--- src/rtl/pws_pkg.sv ---
package pws_pkg;

  // Request qualifier states
  typedef enum logic [1:0] {
    QS_IDLE    = 2'd0,
    QS_ARM     = 2'd1,
    QS_GATE    = 2'd2,
    QS_HOLDOFF = 2'd3
  } qual_state_e;

endpackage

--- src/rtl/pws_debounce.sv ---
module pws_debounce #(
  parameter int CNT_W = 16
) (
  input  logic             clk,
  input  logic             rst_n,
  input  logic             raw_i,
  input  logic             inv_i,
  input  logic [CNT_W-1:0] len_i,
  output logic             level_o
);

  localparam logic [CNT_W-1:0] ONE   = CNT_W'(1);
  localparam logic [CNT_W:0]   ONE_W = (CNT_W+1)'(1);

  logic             cond;
  logic             lvl_q, lvl_d;
  logic [CNT_W-1:0] cnt_q, cnt_d;
  logic [CNT_W:0]   eff_len;
  logic [CNT_W:0]   cnt_next;

  assign cond     = raw_i ^ inv_i;
  assign eff_len  = (len_i == '0) ? ONE_W : {1'b0, len_i};
  assign cnt_next = {1'b0, cnt_q} + ONE_W;

  always_comb begin
    lvl_d = lvl_q;
    cnt_d = '0;
    if (cond != lvl_q) begin
      if (cnt_next >= eff_len) begin
        lvl_d = cond;
      end else begin
        cnt_d = cnt_q + ONE;
      end
    end
  end

  always_ff @(posedge clk or negedge rst_n) begin
    if (!rst_n) begin
      lvl_q <= 1'b0;
      cnt_q <= '0;
    end else begin
      lvl_q <= lvl_d;
      cnt_q <= cnt_d;
    end
  end

  assign level_o = lvl_q;

  AST_DB_TAKES_INPUT: assert property (@(posedge clk) disable iff (!rst_n)
    (level_o != $past(level_o)) |-> (level_o == $past(cond)));

endmodule

--- src/rtl/pws_gate_qual.sv ---
module pws_gate_qual
  import pws_pkg::*;
#(
  parameter int CNT_W = 16
) (
  input  logic             clk,
  input  logic             rst_n,
  input  logic             req_i,
  input  logic             allow_i,
  input  logic [CNT_W-1:0] min_w_i,
  input  logic [CNT_W-1:0] min_per_i,
  output logic             gate_o,
  output logic             width_err_o,
  output logic             rep_err_o
);

  localparam logic [CNT_W-1:0] ONE       = CNT_W'(1);
  localparam logic [CNT_W:0]   ONE_W     = (CNT_W+1)'(1);
  localparam logic [CNT_W-1:0] SINCE_MAX = '1;

  qual_state_e      state_q, state_d;
  logic [CNT_W-1:0] wcnt_q, wcnt_d;
  logic [CNT_W-1:0] since_q, since_d;
  logic             seen_q, seen_d;
  logic             werr_q, werr_d;
  logic             rerr_q, rerr_d;
  logic             too_soon;
  logic             width_met;

  assign too_soon  = seen_q && (since_q < min_per_i);
  assign width_met = ({1'b0, wcnt_q} + ONE_W) >= {1'b0, min_w_i};

  always_comb begin
    state_d = state_q;
    wcnt_d  = wcnt_q;
    since_d = (since_q == SINCE_MAX) ? since_q : since_q + ONE;
    seen_d  = seen_q;
    werr_d  = 1'b0;
    rerr_d  = 1'b0;
    unique case (state_q)
      QS_IDLE: begin
        if (req_i) begin
          if (too_soon) begin
            state_d = QS_HOLDOFF;
            rerr_d  = 1'b1;
          end else if (min_w_i <= ONE) begin
            if (allow_i) begin
              state_d = QS_GATE;
              since_d = ONE;
              seen_d  = 1'b1;
            end else begin
              state_d = QS_HOLDOFF;
            end
          end else begin
            state_d = QS_ARM;
            wcnt_d  = ONE;
          end
        end
      end
      QS_ARM: begin
        if (!req_i) begin
          state_d = QS_IDLE;
          werr_d  = 1'b1;
        end else if (width_met) begin
          if (allow_i) begin
            state_d = QS_GATE;
            since_d = ONE;
            seen_d  = 1'b1;
          end else begin
            state_d = QS_HOLDOFF;
          end
        end else begin
          wcnt_d = wcnt_q + ONE;
        end
      end
      QS_GATE: begin
        if (!allow_i) begin
          state_d = QS_HOLDOFF;
        end else if (!req_i) begin
          state_d = QS_IDLE;
        end
      end
      QS_HOLDOFF: begin
        if (!req_i) begin
          state_d = QS_IDLE;
        end
      end
      default: state_d = QS_IDLE;
    endcase
  end

  always_ff @(posedge clk or negedge rst_n) begin
    if (!rst_n) begin
      state_q <= QS_IDLE;
      wcnt_q  <= '0;
      since_q <= '0;
      seen_q  <= 1'b0;
      werr_q  <= 1'b0;
      rerr_q  <= 1'b0;
    end else begin
      state_q <= state_d;
      wcnt_q  <= wcnt_d;
      since_q <= since_d;
      seen_q  <= seen_d;
      werr_q  <= werr_d;
      rerr_q  <= rerr_d;
    end
  end

  assign gate_o      = (state_q == QS_GATE);
  assign width_err_o = werr_q;
  assign rep_err_o   = rerr_q;

  AST_GATE_NEEDS_ALLOW: assert property (@(posedge clk) disable iff (!rst_n)
    gate_o |-> $past(allow_i));
  AST_GATE_RISE_ON_REQ: assert property (@(posedge clk) disable iff (!rst_n)
    $rose(gate_o) |-> $past(req_i));
  AST_ALLOW_DROP_CLOSES: assert property (@(posedge clk) disable iff (!rst_n)
    (gate_o && !allow_i) |=> !gate_o);
  AST_REP_ERR_SINGLE: assert property (@(posedge clk) disable iff (!rst_n)
    rep_err_o |=> !rep_err_o);

endmodule

--- src/rtl/pws_window.sv ---
module pws_window #(
  parameter int CNT_W   = 16,
  parameter int SHORT_W = 8
) (
  input  logic               clk,
  input  logic               rst_n,
  input  logic               gate_i,
  input  logic               allow_i,
  input  logic               sat_i,
  input  logic               cont_i,
  input  logic [CNT_W-1:0]   blank_len_i,
  input  logic [CNT_W-1:0]   interval_i,
  output logic               blank_o,
  output logic               sample_o,
  output logic               update_o,
  output logic [SHORT_W-1:0] short_cnt_o
);

  localparam logic [CNT_W-1:0]   ONE       = CNT_W'(1);
  localparam logic [CNT_W:0]     ONE_W     = (CNT_W+1)'(1);
  localparam logic [SHORT_W-1:0] S_ONE     = SHORT_W'(1);
  localparam logic [SHORT_W-1:0] SHORT_MAX = '1;

  logic               gate_d_q;
  logic [CNT_W-1:0]   bcnt_q, bcnt_d;
  logic               sampled_q, sampled_d;
  logic               hold_q, hold_d;
  logic [CNT_W-1:0]   icnt_q, icnt_d;
  logic [SHORT_W-1:0] short_q;
  logic               short_en;

  logic               rise, fall, edge_evt;
  logic               win, pulse_smp;
  logic               tick;
  logic [CNT_W:0]     eff_int;

  assign rise     = gate_i & ~gate_d_q;
  assign fall     = ~gate_i & gate_d_q;
  assign edge_evt = (rise | fall) & ~cont_i & (blank_len_i != '0);
  assign blank_o  = ~cont_i & (edge_evt | (bcnt_q != '0));

  // pulsed mode: stable window after blanking
  assign win       = gate_i & ~blank_o & allow_i & ~cont_i;
  assign pulse_smp = win & (rise | ~sampled_q);

  // continuous mode: periodic tick
  assign eff_int = (interval_i == '0) ? ONE_W : {1'b0, interval_i};
  assign tick    = cont_i & gate_i & (({1'b0, icnt_q} + ONE_W) >= eff_int);

  assign sample_o = pulse_smp | (tick & allow_i);
  assign update_o = (win | (tick & allow_i)) & ~hold_q & ~sat_i;

  always_comb begin
    if (edge_evt) begin
      bcnt_d = blank_len_i - ONE;
    end else if (bcnt_q != '0) begin
      bcnt_d = bcnt_q - ONE;
    end else begin
      bcnt_d = '0;
    end

    if (pulse_smp) begin
      sampled_d = 1'b1;
    end else if (rise) begin
      sampled_d = 1'b0;
    end else begin
      sampled_d = sampled_q;
    end

    if (sat_i) begin
      hold_d = 1'b1;
    end else if (!gate_i && !blank_o) begin
      hold_d = 1'b0;
    end else begin
      hold_d = hold_q;
    end

    if (!gate_i || tick) begin
      icnt_d = '0;
    end else begin
      icnt_d = icnt_q + ONE;
    end

    short_en = fall & ~cont_i & ~sampled_q & (short_q != SHORT_MAX);
  end

  always_ff @(posedge clk or negedge rst_n) begin
    if (!rst_n) begin
      gate_d_q  <= 1'b0;
      bcnt_q    <= '0;
      sampled_q <= 1'b0;
      hold_q    <= 1'b0;
      icnt_q    <= '0;
    end else begin
      gate_d_q  <= gate_i;
      bcnt_q    <= bcnt_d;
      sampled_q <= sampled_d;
      hold_q    <= hold_d;
      icnt_q    <= icnt_d;
    end
  end

  always_ff @(posedge clk or negedge rst_n) begin
    if (!rst_n) begin
      short_q <= '0;
    end else if (short_en) begin
      short_q <= short_q + S_ONE;
    end
  end

  assign short_cnt_o = short_q;

  AST_NO_UPD_IN_BLANK: assert property (@(posedge clk) disable iff (!rst_n)
    update_o |-> !blank_o);
  AST_SAT_HOLDS: assert property (@(posedge clk) disable iff (!rst_n)
    ($past(sat_i) && gate_i) |-> !update_o);
  AST_SHORT_STEP: assert property (@(posedge clk) disable iff (!rst_n)
    (short_cnt_o != $past(short_cnt_o)) |-> (short_cnt_o == $past(short_cnt_o) + S_ONE));
  AST_SAMPLE_ONCE: assert property (@(posedge clk) disable iff (!rst_n)
    (sample_o && !cont_i) |=> (!sample_o || cont_i));

endmodule

--- src/rtl/pulse_window_seq.sv ---
module pulse_window_seq #(
  parameter int CNT_W   = 16,
  parameter int SHORT_W = 8
) (
  input  logic               clk,
  input  logic               rst_n,
  input  logic               trig_i,
  input  logic               trig_active_low_i,
  input  logic               cont_mode_i,
  input  logic               permit_i,
  input  logic               shutter_open_i,
  input  logic               sat_i,
  input  logic [CNT_W-1:0]   debounce_len_i,
  input  logic [CNT_W-1:0]   min_width_i,
  input  logic [CNT_W-1:0]   min_period_i,
  input  logic [CNT_W-1:0]   blank_len_i,
  input  logic [CNT_W-1:0]   cont_interval_i,
  output logic               gate_o,
  output logic               blank_o,
  output logic               sample_o,
  output logic               update_o,
  output logic               width_err_o,
  output logic               rep_err_o,
  output logic [SHORT_W-1:0] short_cnt_o
);

  logic [1:0] rst_sync_q;
  logic       rst_core_n;
  logic       allow;
  logic       req;

  // asynchronous assert, synchronous release
  always_ff @(posedge clk or negedge rst_n) begin
    if (!rst_n) begin
      rst_sync_q <= 2'b00;
    end else begin
      rst_sync_q <= {rst_sync_q[0], 1'b1};
    end
  end
  assign rst_core_n = rst_sync_q[1];

  assign allow = permit_i & shutter_open_i;

  pws_debounce #(.CNT_W(CNT_W)) i_debounce (
    .clk     (clk),
    .rst_n   (rst_core_n),
    .raw_i   (trig_i),
    .inv_i   (trig_active_low_i),
    .len_i   (debounce_len_i),
    .level_o (req)
  );

  pws_gate_qual #(.CNT_W(CNT_W)) i_gate_qual (
    .clk         (clk),
    .rst_n       (rst_core_n),
    .req_i       (req),
    .allow_i     (allow),
    .min_w_i     (min_width_i),
    .min_per_i   (min_period_i),
    .gate_o      (gate_o),
    .width_err_o (width_err_o),
    .rep_err_o   (rep_err_o)
  );

  pws_window #(.CNT_W(CNT_W), .SHORT_W(SHORT_W)) i_window (
    .clk         (clk),
    .rst_n       (rst_core_n),
    .gate_i      (gate_o),
    .allow_i     (allow),
    .sat_i       (sat_i),
    .cont_i      (cont_mode_i),
    .blank_len_i (blank_len_i),
    .interval_i  (cont_interval_i),
    .blank_o     (blank_o),
    .sample_o    (sample_o),
    .update_o    (update_o),
    .short_cnt_o (short_cnt_o)
  );

  AST_UPD_NEEDS_GATE: assert property (@(posedge clk) disable iff (!rst_core_n)
    update_o |-> (gate_o && permit_i && shutter_open_i));
  AST_RESET_QUIET: assert property (@(posedge clk)
    !rst_core_n |-> (!gate_o && !width_err_o && !rep_err_o));

endmodule

--- config.mk ---
export PLATFORM = sky130hd
export DESIGN_NAME = pulse_window_seq
export DESIGN_NICKNAME = d
export VERILOG_FILES = /design/src/rtl/pws_pkg.sv /design/src/rtl/pws_debounce.sv /design/src/rtl/pws_gate_qual.sv /design/src/rtl/pws_window.sv /design/src/rtl/pulse_window_seq.sv
export SDC_FILE = /design/constraint.sdc
export NUM_CORES = 1
export LEC_CHECK = 0
export ABC_AREA = 0
export ABC_CLOCK_PERIOD_IN_PS = 9700
export BUFFER_PORTS_ARGS = -buffer_cell sky130_fd_sc_hd__buf_2
export CORE_UTILIZATION = 55
export CTS_CLUSTER_DIAMETER = 200
export CTS_CLUSTER_SIZE = 28
export DETAILED_ROUTE_END_ITERATION = 6
export PLACE_DENSITY_LB_ADDON = 0.05
export REMOVE_ABC_BUFFERS = 1
export SYNTH_ARGS = -nofsm -noshare
export SYNTH_HDL_FRONTEND = slang
export SYNTH_SLANG_ARGS = --single-unit
--- constraint.sdc ---
create_clock -name clk -period 9.7 [get_ports clk]
set_clock_uncertainty 0.15 [all_clocks]
set_input_delay 0.485 -clock clk [delete_from_list [all_inputs] [get_ports clk]]
set_output_delay 0.485 -clock clk [all_outputs]
set_load 0.005 [all_outputs]
Word-level counts from Yosys, hierarchy flattened

Index checks and enable logic that the tools add are counted.

Add/subtract/negate cells: 10
Order comparisons: 5
Eq/ne operators: 14
Multiplexer cells: 46
Bitwise gates (word level): 31
Reduce and logical (&&, ||, !) cells: 17

Operators with widths:

| operator                                                               | count |
|---|---|
| 16-bit two-way mux                                                     | 19 |
| 16-bit by 1-bit adder with 16-bit output, second input constant        | 4 |
| 16-bit one-hot mux with 2 select lines                                 | 2 |
| 16-bit by 1-bit adder with 17-bit output, second input constant        | 3 |
| 17-bit >= comparator                                                   | 2 |
| 16-bit zero test                                                       | 2 |
| 16-bit nonzero test                                                    | 2 |
| 16-bit by 1-bit subtractor with 16-bit output, second input constant   | 2 |
| 1-bit bitwise AND                                                      | 18 |
| 17-bit by 16-bit >= comparator with 1-bit output                       | 1 |
| 16-bit == test, second input constant                                  | 1 |
| 16-bit by 1-bit <= comparator with 1-bit output, second input constant | 1 |
| 16-bit less-than comparator                                            | 1 |
| 1-bit two-way mux                                                      | 16 |
| 2-bit two-way mux                                                      | 7 |
| 6-bit AND reduction                                                    | 2 |
| 2-bit inequality test, second input constant                           | 5 |
| 8-bit by 1-bit adder with 8-bit output, second input constant          | 1 |
| 8-bit inequality test, second input constant                           | 1 |
| 2-bit one-hot mux with 4 select lines                                  | 1 |
| 1-bit NOT                                                              | 7 |
| 2-bit nonzero test                                                     | 3 |
| 1-bit OR                                                               | 5 |
| 2-bit == test, second input constant                                   | 2 |
| 11 further kinds                                                       | 15 |

Bits in registers: 99
Bits of input ports: 88
Output and inout bits: 14
Logic and storage cells: 138

Longest topological paths before layout

Depth in word-level cells: 15
Gate-level depth with buffers: 17
Gate-level depth less buffers: 14

By module

Synthesis repeated with hierarchy kept, for this count alone.

Cell total of the unflattened synthesis: 802
Area total of the unflattened synthesis: 7310.8 um2

By module, submodules not included:

| module           | times used | cells each | area an instance (um2) | sequential area each (um2) |
|---|---|---|---|---|
| pws_window       | 1          | 330        | 3001.6                 | 1076.0 |
| pws_gate_qual    | 1          | 330        | 2895.3                 | 925.9 |
| pws_debounce     | 1          | 138        | 1353.8                 | 425.4 |
| pulse_window_seq | 1          | 4          | 60.1                   | 50.0 |

Worst setup path after synthesis

Ideal clock, no wire load.

Path kind: register -> register
Start point: reg i_gate_qual.wcnt_q[0]
End point: reg i_gate_qual.since_q[15]
Library setup time: 120 ps
Arrival time: 3423 ps
Data required time: 9430 ps
Setup slack: 6008 ps
Stages on the path, launching flop included: 17
Path buffers: 3
Clock period less this slack: 3692 ps
Cell sequence: dfrtp_1 > ha_1 > nand3_4 > or2_2 > clkbuf_1 > nor2_1 > nand3_1 > xnor2_1 > ha_1 > nand4_1 > nor4_1 > nand2_1 > and2_4 > buf_6 > o32ai_4 > buf_6 > nor2_1

Word-level cells in the longest chain between the ends: 5

Ends and longest elaborated chain:

| what                                             | RTL line             | text |
|---|---|---|
| start, declared                                  | pws_gate_qual.sv:22  | `logic [CNT_W-1:0] wcnt_q, wcnt_d;` |
| start signal, assigned                           | pws_gate_qual.sv:102 | `wcnt_q <= wcnt_d;` |
| 16-bit by 1-bit adder with 17-bit output         | pws_gate_qual.sv:31  | `assign width_met = ({1'b0, wcnt_q} + ONE_W) >= {1'b0, min_w_i};` |
| 17-bit by 16-bit >= comparator with 1-bit output | pws_gate_qual.sv:31  |  |
| 16-bit two-way mux                               | pws_gate_qual.sv:64  | `end else if (width_met) begin` |
| 16-bit two-way mux                               | pws_gate_qual.sv:61  | `if (!req_i) begin` |
| 16-bit one-hot mux with 2 select lines           | pws_gate_qual.sv:40  | `unique case (state_q)` |
| via i_gate_qual.since_d[15]                      | pws_gate_qual.sv:23  | `logic [CNT_W-1:0] since_q, since_d;` |
| end signal, assigned                             | pws_gate_qual.sv:103 | `since_q <= since_d;` |
| end, declared                                    | pws_gate_qual.sv:23  |  |

The timed path passes the listed nets, and every way through them passes these cells.
A chain may end at the register's enable or synchronous reset.

Worst setup path in the final report

Start point: reg i_window.icnt_q[0]
End point: out update_o

Word-level cells in the longest chain between the ends: 7

Ends and longest elaborated chain:

| what                                     | RTL line               | text |
|---|---|---|
| start, declared                          | pws_window.sv:28       | `logic [CNT_W-1:0] icnt_q, icnt_d;` |
| start signal, assigned                   | pws_window.sv:99       | `icnt_q <= icnt_d;` |
| 16-bit by 1-bit adder with 17-bit output | pws_window.sv:48       | `assign tick = cont_i & gate_i & (({1'b0, icnt_q} + ONE_W) >= eff_int);` |
| 17-bit >= comparator                     | pws_window.sv:48       |  |
| 1-bit bitwise AND                        | pws_window.sv:48       |  |
| 1-bit bitwise AND                        | pws_window.sv:51       | `assign update_o = (win \| (tick & allow_i)) & ~hold_q & ~sat_i;` |
| 1-bit OR                                 | pws_window.sv:51       |  |
| 1-bit bitwise AND (2 in series)          | pws_window.sv:51       |  |
| end, declared                            | pulse_window_seq.sv:21 | `output logic update_o,` |

No other way between the ends.

==> metrics.txt <==
first-pass GRT wire length=27400 um; Post-DRT Antenna Nets=0; P&R area growth vs syn=13.8%; # Max-Cap Violations=0; Initial Util=57.5%; Reg clk slew, reported paths=0.07 ns; CTS root buf=clkbuf_16; Skew-Pair Late Insertion Delay=0.36 ns; die area=13200 sq um; Seq cells post-synth=99; LEAKAGE=4.06 nW; share of the synthesized area in the top cell type=35.3%; Sinks on Clock Net=99; PortBufs=101; slew of the pin with the lowest slew margin=1.06 ns; Core Area=12200 sq um; GRT overflow=0; Mean Syn Cell Area=8.97 sq um; FILL cells=1090; Synth top cells by count=dfrtp_1 (99), inv_1 (74), ha_1 (73), nand2_1 (55), nor2_1 (55); CP Data Arrival Time=3.64 ns; ys async rst share=100%; post-place instance area=7670 sq um; RSZ-0062 raised after global routing=false; H-Tree Depth=3; setup bufs post-CTS=0; Iter 0 DRT Violations=337; drc violations=0; largest cells by area after synthesis=dfrtp_1 (35%), ha_1 (13%), xnor2_1 (6.4%), xor2_1 (4.5%), inv_1 (4.0%); drt pass-1 iters=4; max-slew violations=0; vias in the first global route=6039; layout cells sized above 1=15.3%; setup TNS=0 ns; routed len/inst=15.1 um; # nets final=1041; Critical Path RT=9.07 ns; Hold Crit Class=flop to async pin; predominant post-synthesis flop cell=dfrtp_1; CP max FO=16; I/O Pins=102; final RePlAce weighted congestion=0.848; width of the chip=115 um; initial antenna violation count=0; Post-Syn Instances=783; design area=7990 sq um; Max-slew headroom=29.1%; Vias=5959; final cycle utilization of the critical path=44.1%; status=finished, final reports clean; post-synthesis sequential area ratio=35.3%; largest net degree at the start of global routing=54; number of synthesized flops with an enable pin=0; Max Buffers Root-to-Sink=2; Total Wirelength=15900 um; final setup fails=0; Netlist Area Pre-Place=7020 sq um; CP Capture Type=output port; vias per cell=5.66; Achievable Freq=0.234 GHz; Synthesis Warnings=0; placed wire-length estimate=12100 um; Critical Setup Path Class=flop to output port; pwr dens=153 nW/um^2; total CTS buffers=9; CTS tree=built; Netlist cell types=61; most frequent cell after synthesis=dfrtp_1; Total Routing Usage GR=26.1%; Antenna Cells=0; final hold vios=0; Peak supply drop=0.138 mV; Rows=40; total power=1.22 mW; fin crit period=4.27 ns; Synth area leader=dfrtp_1; crit start category=flop; die height=115 um
[power by group]
group          internal, mW  switching, mW
Combinational         0.134          0.141
Sequential            0.477         0.0895
Clock                 0.205          0.174
[sequential cells by signal, indices dropped and copies added (netlist names)]
register and cells:
i_window.icnt_q 16, i_window.sampled_q 1, i_debounce.level_o 1, i_window.short_cnt_o 8, i_window.bcnt_q 16, i_gate_qual.width_err_o 1
i_gate_qual.state_q 2, i_debounce.cnt_q 16, rst_sync_q 2, i_gate_qual.wcnt_q 16, i_window.gate_d_q 1, i_gate_qual.since_q 16
i_gate_qual.seen_q 1, i_gate_qual.rep_err_o 1, i_window.hold_q 1
[final cells by class]
| type | count | area, sq um | area share [%] |
|---|---|---|---|
| Tap cell | 168 | 210 | 2.63 |
| Clock inverter | 7 | 82.6 | 1.03 |
| Sequential cell | 99 | 2480 | 31.1 |
| Timing Repair Buffer | 104 | 531 | 6.64 |
| Clock buffer | 9 | 225 | 2.82 |
| Inverter | 74 | 278 | 3.48 |
| Multi-Input combinational cell | 592 | 4180 | 52.3 |
[what timing repair did]
action                    4_1_cts  5_1_grt
hold buffers                    1        0
resized for setup               0        0
hold endpoints to repair        2        0
[worst max-delay path, cell delays in order, from the launching register on]
cell and delay, ns:
dfrtp_1 0.42, ha_1 0.23, nand4_1 0.09, nor4_1 0.62
nand3_1 0.19, xnor2_1 0.18, ha_1 0.29, nand3_1 0.06
nor2_1 0.12, o2111ai_1 0.12, a41o_1 0.42, a2111oi_2 0.36
buf_2 0.17
[layer usage]
metal | up-vias | GRT usage [%] | wire (um)
met4 | 0 | 9.26 | 256
met2 | 124 | 44.0 | 7670
li1 | 2945 | - | -
met3 | 21 | 3.74 | 525
met5 | - | 0 | 0
met1 | 2869 | 34.4 | 7430
[metrics by stage]
| step | util, % | instances | hold WS, ns | setup WS [ns] |
|---|---|---|---|---|
| global placement | 62.8 | 1036 | 0.119 | 5.77 |
| floorplan | - | 765 | 0.0394 | 6.14 |
| finish | 65.4 | 1053 | 0.188 | 5.43 |
| detailed placement | 62.8 | 1036 | 0.122 | 5.64 |
| CTS | 65.4 | 1053 | 0.183 | 5.45 |
| global route | 65.4 | 1053 | 0.196 | 5.14 |
[worst paths after layout]
kind	startpoint	to	slack, ns	cells after the start
min in group clk	sat_i	i_window.hold_q	0.20	2
setup reg to reg	i_gate_qual.wcnt_q[0]	i_gate_qual.since_q[2]	5.61	13
max in group asynchronous	rst_sync_q[1]	i_gate_qual.wcnt_q[6]	8.10	1
setup / recovery	i_window.icnt_q[0]	update_o	5.43	12
hold reg to reg	rst_sync_q[1]	i_window.bcnt_q[3]	0.19	0
hold / removal	rst_sync_q[1]	i_window.bcnt_q[3]	0.19	0
[cells by family after synthesis]
group                      Yosys count  synth area share [%]
other                                1                0.0534
buffers and inverters               92                  5.18
AOI/OAI and AO/OA                  123                  11.9
xor gates and xnor gates            87                  10.8
adders and majority gates           73                  13.0
muxes                                7                  1.03
and+or+nand+nor                    301                  22.7
DFF                                 99                  35.3
[cell usage in the layout, fill, tap and decap left out, drive strengths merged, types with 36 or more instances in the layout]
cell and instances:
buf 103, dfrtp 99, inv 78, ha 73
nand2 55, nor2 55, xnor2 51, nand3 41
o21ai 38, xor2 36
No activity file was read; power rests on OpenSTA's default activity.
